## src/rtl/xcrt_pkg.sv

```systemverilog
package xcrt_pkg;
    localparam int DW      = 8;
    localparam int STRAP_W = 4;
    localparam int END_W   = 5;
    localparam int EN_BIT  = 5;

    localparam logic [DW-1:0] IDX_SWITCH  = 8'h2A;
    localparam logic [DW-1:0] IDX_SCRATCH = 8'h2B;
    localparam logic [DW-1:0] IDX_HSTART  = 8'h2C;
    localparam logic [DW-1:0] IDX_HEND    = 8'h2D;
    localparam logic [DW-1:0] IDX_MISC    = 8'h2E;
    localparam logic [DW-1:0] IDX_FIRST   = 8'h2A;
    localparam logic [DW-1:0] IDX_LAST    = 8'h3F;

    localparam logic [DW-1:0] SWITCH_RST  = 8'hF0;
    localparam logic [DW-1:0] LOCKED_VAL  = 8'hFF;

    typedef enum logic [2:0] {
        SEL_NONE,
        SEL_SWITCH,
        SEL_SCRATCH,
        SEL_HSTART,
        SEL_HEND,
        SEL_MISC,
        SEL_SPARE
    } sel_e;

    typedef struct packed {
        logic [DW-1:0]    sw;
        logic [DW-1:0]    scratch;
        logic [DW-1:0]    hstart;
        logic             hen;
        logic [END_W-1:0] hend;
        logic [DW-1:0]    misc;
    } bank_t;

    function automatic sel_e decode_idx(input logic [DW-1:0] idx);
        sel_e s;
        if (idx < IDX_FIRST || idx > IDX_LAST) s = SEL_NONE;
        else begin
            case (idx)
                IDX_SWITCH:  s = SEL_SWITCH;
                IDX_SCRATCH: s = SEL_SCRATCH;
                IDX_HSTART:  s = SEL_HSTART;
                IDX_HEND:    s = SEL_HEND;
                IDX_MISC:    s = SEL_MISC;
                default:     s = SEL_SPARE;
            endcase
        end
        return s;
    endfunction
endpackage

```

## src/rtl/xcrt_decode.sv

```systemverilog
module xcrt_decode
    import xcrt_pkg::*;
(
    input  logic [DW-1:0] idx,
    output sel_e          sel
);
    always_comb sel = decode_idx(idx);
endmodule

```

## src/rtl/xcrt_regs.sv

```systemverilog
module xcrt_regs
    import xcrt_pkg::*;
(
    input  logic          clk,
    input  logic          rst,
    input  logic          wr_en,
    input  logic          unlock,
    input  sel_e          sel,
    input  logic [DW-1:0] wdata,
    output bank_t         q
);
    always_ff @(posedge clk) begin
        if (rst) begin
            q.sw      <= SWITCH_RST;
            q.scratch <= '0;
            q.hstart  <= '0;
            q.hen     <= 1'b0;
            q.hend    <= '0;
            q.misc    <= '0;
        end else if (wr_en && unlock) begin
            case (sel)
                SEL_SWITCH:  q.sw      <= wdata;
                SEL_SCRATCH: q.scratch <= wdata;
                SEL_HSTART:  q.hstart  <= wdata;
                SEL_HEND: begin
                    q.hen  <= wdata[EN_BIT];
                    q.hend <= wdata[END_W-1:0];
                end
                SEL_MISC:    q.misc    <= wdata;
                default: ;
            endcase
        end
    end
endmodule

```

## src/rtl/xcrt_rdmux.sv

```systemverilog
module xcrt_rdmux
    import xcrt_pkg::*;
(
    input  sel_e               sel,
    input  logic               unlock,
    input  logic [STRAP_W-1:0] strap,
    input  bank_t              q,
    output logic [DW-1:0]      rdata
);
    localparam int HEND_PAD = DW - EN_BIT - 1;
    localparam int GAP_W    = EN_BIT - END_W;

    logic [DW-1:0] hend_word;
    logic [DW-1:0] strap_word;

    always_comb begin
        hend_word = {{HEND_PAD{1'b0}}, q.hen, {GAP_W{1'b0}}, q.hend};
        strap_word = {strap, {(DW-STRAP_W){1'b0}}};
        if (sel == SEL_NONE)   rdata = '0;
        else if (!unlock)      rdata = LOCKED_VAL;
        else begin
            case (sel)
                SEL_SWITCH:  rdata = strap_word | q.sw;
                SEL_SCRATCH: rdata = q.scratch;
                SEL_HSTART:  rdata = q.hstart;
                SEL_HEND:    rdata = hend_word;
                SEL_MISC:    rdata = q.misc;
                default:     rdata = '0;
            endcase
        end
    end
endmodule

```

## src/rtl/xcrt_bank.sv

```systemverilog
module xcrt_bank
    import xcrt_pkg::*;
(
    input  logic               clk,
    input  logic               rst,
    input  logic               unlock,
    input  logic [DW-1:0]      idx,
    input  logic               wr_en,
    input  logic [DW-1:0]      wr_data,
    input  logic [STRAP_W-1:0] strap_in,
    output logic [DW-1:0]      rd_data,
    output logic [DW-1:0]      sw_q,
    output logic [DW-1:0]      scratch_q,
    output logic [DW-1:0]      misc_q,
    output logic               ilace_en,
    output logic [DW-1:0]      ilace_start,
    output logic [END_W-1:0]   ilace_end
);
    sel_e  sel;
    bank_t q;

    xcrt_decode u_dec (.idx(idx), .sel(sel));

    xcrt_regs u_regs (
        .clk(clk), .rst(rst), .wr_en(wr_en), .unlock(unlock),
        .sel(sel), .wdata(wr_data), .q(q)
    );

    xcrt_rdmux u_rd (
        .sel(sel), .unlock(unlock), .strap(strap_in), .q(q), .rdata(rd_data)
    );

    assign sw_q        = q.sw;
    assign scratch_q   = q.scratch;
    assign misc_q      = q.misc;
    assign ilace_en    = q.hen;
    assign ilace_start = q.hstart;
    assign ilace_end   = q.hend;
endmodule

```

## config.mk

```make
export PLATFORM = sky130hd
export DESIGN_NAME = xcrt_bank
export DESIGN_NICKNAME = d
export VERILOG_FILES = /design/src/rtl/xcrt_pkg.sv /design/src/rtl/xcrt_decode.sv /design/src/rtl/xcrt_regs.sv /design/src/rtl/xcrt_rdmux.sv /design/src/rtl/xcrt_bank.sv
export SDC_FILE = /design/constraint.sdc
export NUM_CORES = 1
export LEC_CHECK = 0
export ABC_AREA = 0
export CAP_MARGIN = 10
export CORE_AREA = 4 4 65 73
export CTS_CLUSTER_SIZE = 20
export DETAILED_ROUTE_END_ITERATION = 6
export DIE_AREA = 0 0 69 77
export GPL_ROUTABILITY_DRIVEN = 0
export MAX_ROUTING_LAYER = met4
export PLACE_DENSITY = 0.92
export SYNTH_ARGS = -nofsm -noshare
export SYNTH_HDL_FRONTEND = slang
export SYNTH_SLANG_ARGS = --single-unit
```

## constraint.sdc

```tcl
create_clock -name clk -period 3.4 [get_ports clk]
set_input_delay 0.34 -clock clk [delete_from_list [all_inputs] [get_ports clk]]
set_output_delay 0.34 -clock clk [all_outputs]
set_load 0.05 [all_outputs]
```

==> results.cfg, run 1 <==
[outcome]
status = finished clean

[clock_network]
cts_tree = yes
cts_buffers = 5
hold_buffers = 0
htreeDepth = 2
clock_tree.root_cell = clkbuf_8
post_cts_buffers = 0
cts_resized = 0
clk-insertion-delay-late_ns = 0.28
clock_path_buffers = 2
clk_pin_slew_worst_paths_ns = 0.06
clock-sinks = 38

[logic_synthesis]
synth-seq-area-share_pct = 42.0
syn_inst = 186
synthFlopType = dfxtp_1
async_flop_share_pct = 0
synth.area.top_cells = dfxtp_1 42%, mux2i_1 24%, nor2_1 8.3%
yosys_warnings = 0
synth_edf_count = 0
syn-num-nets = 210
synth_top_cell_area_share_pct = 42.0
yosysMostFrequentCell = mux2i_1
netlist_top_cells_count = 44 x mux2i_1, 40 x nor2_1, 38 x dfxtp_1
syn_area_mm2 = 0.00181
synth.avg_cell_area_um2 = 9.74
ys_types = 29
ys_seq_elements = 38
synth_top_area_cell = dfxtp_1

[place]
hpwl_um = 3840
post-place-ws_ns = 0.416
io_buffers = 69

[sta]
rsz0062_at_grt = no
period_needed_ns = 2.98
slew_headroom_pct = 54.5
final.period_utilization_pct = 87.7
fin_skew_ns = 0
maxSlewViolCount = 0
fin_tns_setup_ns = 0
fmax_ghz = 0.335
worstMarginPinSlew_ns = 0.674
hold_viol_final = 0
fin_ws_ns = 0.417
setup_viol = 0

[floorplanning]
start_util_pct = 45.7
io_pins = 70
num_rows = 24
die_h_um = 77
coreArea_mm2 = 0.00396
die-area_mm2 = 0.00531
die_w_um = 69

[worst_setup_path]
path_class = in -> out
crit_path_start_kind = input port
crit_arrival_ns = 2.64
path_max_fanout = 8
cp.required_ns = 3.06
end_kind = output pin

[layout]
largest_reg_flops = 38
fillers = 330
largest-register = u_regs.q
n_antenna_cell = 0
nets = 286
syn2layout_area_growth_pct = 52.1
top_regs = u_regs.q: 38 flops
drive_above_1_share_pct = 10.7

[power_and_ir_drop]
power_frac_comb_pct = 11.3
pwr_density_cell_mw_per_mm2 = 305
ir_worst_vdd_mv = 0.283
switching_share_pct = 23.0
p_clk_share_pct = 35.7
intPower_w = 0.000647
leakagePower_nw = 0.953
power.switching_w = 0.000194
power.share.sequential_pct = 53.0

[grt]
grt_pass1_vias = 1740
grt_usage_pct = 20.8
grt_overflow = 0
grt_pass1_wl_um = 8680
grt_max_degree = 24
grt_antenna_before_repair = 0

[flow_run]
cap_violations = 0

[route]
vias = 1710
drt_wl_total_um = 5250
drc = 0
drtAntennaViolNets = 0
first_pass_iters = 4
routed_via_density = 5.46
route.detailed.wl_per_inst_um = 16.8
first_iter_violations = 144

[min_path]
hp-class = reg -> reg
[metrics by stage]
stage / hold WS (ns) / area, um^2 / util (%) / total power [W] / cells
final: 0.530 / 2760 / 69.5 / 0.000841 / 313
after detailed placement: 0.512 / 2670 / 67.4 / 0.000550 / 307
after floorplan: 0.458 / 1810 / - / 0.000496 / 186
after global placement: 0.506 / 2670 / 67.4 / 0.000549 / 307
after CTS: 0.529 / 2760 / 69.5 / 0.000846 / 313
after global routing: 0.564 / 2760 / 69.5 / 0.000872 / 313
[worst max-delay path, stage by stage]
cell	delay, ns
clkdlybuf4s50_1	0.44
or4b_1	0.76
nor2_1	0.54
a221oi_1	0.18
o21ai_0	0.20
buf_12	0.19
[per-layer routing]
| metal | part of all wire, % | vias to the layer above | track usage [%] |
|---|---|---|---|
| met5 | 0 | - | - |
| met4 | 1.1 | 0 | 6.05 |
| met3 | 6.3 | 6 | 6.41 |
| met2 | 49 | 66 | 32.9 |
| met1 | 44 | 818 | 25.5 |
| li1 | - | 820 | - |
[final timing paths]
check	slack, ns	from	cells after the start	to
worst max-delay path	0.42	idx[4]	6	rd_data[5]
worst max register to register	2.57	u_regs.q[34]$_SDFFE_PP1P_	2	u_regs.q[34]$_SDFFE_PP1P_
worst min-delay path	0.53	u_regs.q[30]$_SDFFE_PP0P_	2	u_regs.q[30]$_SDFFE_PP0P_
worst min register to register	0.53	u_regs.q[30]$_SDFFE_PP0P_	2	u_regs.q[30]$_SDFFE_PP0P_
[layout make-up]
cell class / instances / area (um^2) / share of cell area (%)
timing repair buffer: 78 / 838 / 30.4
inverter: 4 / 15.0 / 0.545
tap: 52 / 65.1 / 2.36
clock buffer: 6 / 82.6 / 3.00
multi-input combinational: 135 / 993 / 36.1
sequential: 38 / 761 / 27.6
[power by group through the flow]
stage | clock [W] | sequential, W | combinational [W]
after floorplan | 0 | 0.000457 | 0.0000394
after global placement | 0 | 0.000456 | 0.0000931
after detailed placement | 0 | 0.000456 | 0.0000939
after CTS | 0.000306 | 0.000446 | 0.0000946
after global routing | 0.000326 | 0.000445 | 0.000100
final | 0.000300 | 0.000446 | 0.0000953
[logic make-up (layout without fill, tap and decap cells)]
logic type | count (synthesis) | after routing | share of synthesized area (%)
muxes | 44 | 44 | 24.3
and+or+nand+nor | 65 | 65 | 19.6
DFF | 38 | 38 | 42.0
AOI/OAI and AO/OA | 26 | 26 | 10.9
buffers and inverters | 13 | 88 | 3.18
[placed cells by master (no fill, tap or decap), types with 2 or more instances in the layout]
master / synthesis / final
a221o_1: 6 / 6
nand2_1: 5 / 5
inv_1: 4 / 4
mux2i_1: 44 / 44
nor2b_1: 5 / 5
a221oi_1: 2 / 2
buf_4: 0 / 9
a211o_1: 4 / 4
buf_12: 0 / 8
o21ai_0: 5 / 5
o22ai_1: 6 / 6
dfxtp_1: 38 / 38
nand4b_1: 2 / 2
nor4_4: 2 / 2
clkdlybuf4s50_1: 0 / 61
a22o_1: 2 / 2
nor2_1: 40 / 40
nand2b_1: 2 / 2
clkbuf_8: 0 / 6
(Power assumes the default switching activity.)
==> inputs of run 2 (changes only) <==
Settings changed: MAX_ROUTING_LAYER met4 to default.
==> run 2 against run 1 <==
Net effect:
- clock power hardly changed
- critical path depth stayed put
- cell count stayed put
- register-to-register slack hardly changed
- wire length is 0.74% lower
- critical endpoint unchanged
- largest cell class unchanged
- largest power group unchanged
==> results.cfg, run 2 (synthesis results as in run 1) <==
[flow_run]
cap_violations = 0

[sta]
slew_headroom_pct = 55.8
fin_skew_ns = 0
fin_ws_ns = 0.432
hold_viol_final = 0
period_needed_ns = 2.97
maxSlewViolCount = 0
final.period_utilization_pct = 87.3
setup_viol = 0
rsz0062_at_grt = no
worstMarginPinSlew_ns = 0.654
fmax_ghz = 0.337
fin_tns_setup_ns = 0

[worst_setup_path]
crit_arrival_ns = 2.63
cp_top_family = simple AND/OR/NAND/NOR gates
max_stage_delay_ns = 0.76
path_buf_inv = 2
r2r_end = u_regs.q[34]$_SDFFE_PP1P_
r2r_start = u_regs.q[34]$_SDFFE_PP1P_
r2r_cells = 2
end_kind = output pin
crit_chain = clkdlybuf4s50_1 > or4b_1 > nor2_1 > a221oi_1 > o21ai_0 > buf_12
critPathSlowestCell = or4b_1
r2r_slack_ns = 2.57
path_max_fanout = 8
path_class = in -> out
cp.required_ns = 3.06
critical_path_depth = 6
crit_path_start_kind = input port

[route]
first_pass_iters = 4
first_iter_violations = 124
drtAntennaViolNets = 0
route.detailed.wl_per_inst_um = 16.6
drc = 0
routed_via_density = 5.49
drt_wl_total_um = 5210
vias = 1718

[min_path]
hold_end = u_regs.q[30]$_SDFFE_PP0P_
hp-class = reg -> reg
min_path_cells = 2
hp-start = u_regs.q[30]$_SDFFE_PP0P_

[floorplanning]
io_pins = 70
die_w_um = 69
num_rows = 24
coreArea_mm2 = 0.00396
start_util_pct = 45.7
die-area_mm2 = 0.00531
die_h_um = 77

[layout]
layout_common_cells = 61 x clkdlybuf4s50_1, 44 x mux2i_1, 40 x nor2_1
largest_reg_flops = 38
final_common_cell = clkdlybuf4s50_1
drive_above_1_share_pct = 10.7
n_antenna_cell = 0
syn2layout_area_growth_pct = 52.1
nets = 286
fillers = 330
fin_cells = 313
largest-register = u_regs.q
top_regs = u_regs.q: 38 flops

[place]
hpwl_um = 3840
post-place-ws_ns = 0.416
io_buffers = 69
placed_cells = 307

[clock_network]
clock_tree.root_cell = clkbuf_8
cts_resized = 0
post_cts_buffers = 0
cts_tree = yes
cts_buffers = 5
clock-sinks = 38
clock_path_buffers = 2
hold_buffers = 0
clk_pin_slew_worst_paths_ns = 0.06
htreeDepth = 2
clk-insertion-delay-late_ns = 0.28

[grt]
grt_pass1_vias = 1743
grt_max_degree = 24
grt_antenna_before_repair = 0
grt_usage_pct = 20.2
grt_overflow = 0
grt_pass1_wl_um = 8670

[outcome]
status = finished clean

[power_and_ir_drop]
pwr_density_cell_mw_per_mm2 = 306
leakagePower_nw = 0.953
ir_worst_vdd_mv = 0.284
[run 2: cell counts in the layout (fill, tap and decap cells not counted)]
No cell type changed its count.
[run 2: final cells by class]
type                       instances  area, um^2  area share [%]
sequential                        38         761            27.6
timing repair buffer              78         838            30.4
tap                               52        65.1            2.36
clock buffer                       6        82.6            3.00
multi-input combinational        135         993            36.1
inverter                           4        15.0           0.545
[run 2: how the worst max path moves through the flow]
stage | end | start | slack [ns]
after CTS | rd_data[5] | idx[4] | 0.42
after global routing | rd_data[4] | idx[4] | 0.32
after detailed placement | rd_data[5] | idx[4] | 0.42
after global placement | rd_data[5] | idx[4] | 0.50
final | rd_data[5] | idx[4] | 0.43
after floorplan | rd_data[4] | idx[4] | 0.67
[run 2: metal layers]
metal,track usage (%),up-vias,routed length (um)
met3,6.80,6,373
met2,33.1,64,2530
met5,0,-,0
met1,25.1,827,2240
li1,-,821,-
met4,6.05,0,60
[run 2: worst reg2reg max path, cell delays in order (launching register included)]
cell and delay (ns):
dfxtp_1 0.33, nor2b_1 0.13, a211o_1 0.26
[run 2: where the power goes]
group	switching [W]	leakage, nW	total (W)	internal (W)
logic	0.0000494	0.604	0.0000951	0.0000457
registers	0.000000270	0.306	0.000446	0.000445
clock network	0.000145	0.0431	0.000302	0.000156
[run 2: stage by stage]
| step | util [%] | total power, W | cell area [um^2] | hold slack (ns) |
|---|---|---|---|---|
| 2_1_floorplan | - | 0.000496 | 1810 | 0.458 |
| 3_3_place_gp | 67.4 | 0.000549 | 2670 | 0.506 |
| 3_5_place_dp | 67.4 | 0.000550 | 2670 | 0.512 |
| 4_1_cts | 69.5 | 0.000846 | 2760 | 0.529 |
| 5_1_grt | 69.5 | 0.000870 | 2760 | 0.564 |
| 6_report | 69.5 | 0.000842 | 2760 | 0.531 |
==> inputs of run 3 (changes only) <==
Settings changed: CORE_AREA 4 4 65 73 to 2 2 65 74, DIE_AREA 0 0 69 77 to 0 0 67 76, MAX_ROUTING_LAYER from default to met4, PLACE_DENSITY 0.92 to 0.87.
Clock period 3.4 ns to 3.3 ns, I/O delays scaled along.
==> run 3 against run 2 <==
Net effect:
- worst hold slack worse by 0.0020 ns
- non-clock buffer count unchanged
- combinational power up 3.0%
- die area down 4.2%
- highest routed layer unchanged
- core utilization down 7.3 points
- critical path depth unchanged
- sequential share of layout area about the same
- count of clock-buffer cells in the layout up 1
- clock power down 2%
- sequential cell count unchanged
- sequential power up 3%
- clock skew unchanged
- critical path type unchanged
==> results.cfg, run 3 (synthesis results as in run 1) <==
[grt]
grt_overflow = 0
grt_pass1_vias = 1723
grt_usage_pct = 21.6
grt_antenna_before_repair = 0
grt_max_degree = 22
grt_pass1_wl_um = 8210

[floorplanning]
coreArea_mm2 = 0.00442
die_h_um = 76
start_util_pct = 41.0
num_rows = 26
die_w_um = 67
io_pins = 70
die-area_mm2 = 0.00509

[sta]
rsz0062_at_grt = no
maxSlewViolCount = 0
hold_viol_final = 0
worstMarginPinSlew_ns = 0.780
fmax_ghz = 0.360
fin_skew_ns = 0
final.period_utilization_pct = 84.2
period_needed_ns = 2.78
slew_headroom_pct = 47.9
setup_viol = 0
fin_tns_setup_ns = 0

[layout]
fillers = 383
final_common_cell = clkdlybuf4s50_1
top_regs = u_regs.q: 38 flops
layout_common_cells = 61 x clkdlybuf4s50_1, 44 x mux2i_1, 40 x nor2_1
n_antenna_cell = 0
largest_reg_flops = 38
multi_input_area_um2 = 993
register_area_um2 = 761
nets = 286
largest-register = u_regs.q
fin_cells = 318
syn2layout_area_growth_pct = 52.0
drive_above_1_share_pct = 10.3

[place]
placed_cells = 311
io_buffers = 69
hpwl_um = 3760

[flow_run]
cap_violations = 0

[power_and_ir_drop]
power.share.sequential_pct = 53.9
ir_worst_vdd_mv = 0.252
power_frac_comb_pct = 11.5
intPower_w = 0.000651
p_clk_share_pct = 34.6
switching_share_pct = 23.5
leakagePower_nw = 0.949
pwr_density_cell_mw_per_mm2 = 309
power.switching_w = 0.000201

[worst_setup_path]
r2r_cells = 2
path_class = in -> out
worstSetupStartpoint = idx[4]
end_kind = output pin
r2r_end = u_regs.q[35]$_SDFFE_PP1P_
r2r_slack_ns = 2.46
crit_arrival_ns = 2.45
r2r_start = u_regs.q[35]$_SDFFE_PP1P_
cp.required_ns = 2.97
path_max_fanout = 7
crit_path_end = rd_data[4]
crit_path_start_kind = input port

[clock_network]
htreeDepth = 2
clk-insertion-delay-late_ns = 0.28
cts_resized = 0
clk_pin_slew_worst_paths_ns = 0.07
clock-sinks = 38
hold_buffers = 0
cts_tree = yes
cts_buffers = 5
post_cts_buffers = 0
clock_path_buffers = 2
clock_tree.root_cell = clkbuf_8

[outcome]
status = finished clean

[route]
first_iter_violations = 108
drtAntennaViolNets = 0
drt_wl_total_um = 5220
first_pass_iters = 5
routed_via_density = 5.39
route.detailed.wl_per_inst_um = 16.4
drc = 0
vias = 1714

[min_path]
hp-class = reg -> reg
## run 3: cell count changes in the layout (fill, tap and decap cells not counted), sizes merged
cell | previous run | this run
clkbuf | 6 | 7
## run 3: power by group through the flow
stage                     clock, W  combinational [W]  sequential [W]
after CTS                 0.000301          0.0000978        0.000459
final                     0.000295          0.0000980        0.000459
after floorplan                  0          0.0000406        0.000471
after detailed placement         0          0.0000968        0.000469
after global placement           0          0.0000955        0.000469
after global routing      0.000323           0.000104        0.000459
## run 3: routing by layer
layer	vias up	wire (um)	global-route usage, %
met1	799	2140	26.4
met4	0	109	9.18
li1	819	-	-
met5	-	0	-
met2	82	2560	32.9
met3	14	404	6.06
## run 3: worst max-delay path, cell delays in order
cell and delay (ns):
clkdlybuf4s50_1 0.44, or4b_1 0.75, nor2_1 0.31, nand2_1 0.11, o21ai_0 0.33, buf_12 0.19
## run 3: worst min path at each step
stage,startpoint,endpoint,slack (ns),cells after the start
floorplan,wr_data[5],u_regs.q[35]$_SDFFE_PP1P_,0.45,1
global placement,u_regs.q[12]$_SDFFE_PP0P_,u_regs.q[12]$_SDFFE_PP0P_,0.50,2
detailed placement,u_regs.q[6]$_SDFFE_PP0P_,u_regs.q[6]$_SDFFE_PP0P_,0.51,2
CTS,u_regs.q[6]$_SDFFE_PP0P_,u_regs.q[6]$_SDFFE_PP0P_,0.54,2
global route,u_regs.q[18]$_SDFFE_PP0P_,u_regs.q[18]$_SDFFE_PP0P_,0.55,2
finish,u_regs.q[18]$_SDFFE_PP0P_,u_regs.q[18]$_SDFFE_PP0P_,0.53,2
## run 3: layout make-up
| type | count | share of cell area (%) |
|---|---|---|
| inverter | 4 | 0.545 |
| timing repair buffer | 78 | 30.4 |
| sequential | 38 | 27.6 |
| multi-input combinational | 135 | 36.1 |
| clock buffer | 7 | 2.77 |
| tap | 56 | 2.54 |
## run 3: metrics by stage
step	setup WS [ns]	cell area, um^2	util [%]	hold WS (ns)	power (W)
final	0.522	2750	62.2	0.529	0.000852
after global routing	0.374	2750	62.2	0.552	0.000885
after CTS	0.516	2750	62.2	0.535	0.000857
after detailed placement	0.528	2680	60.5	0.515	0.000566
after global placement	0.604	2680	60.5	0.503	0.000565
after floorplan	0.593	1810	-	0.448	0.000511
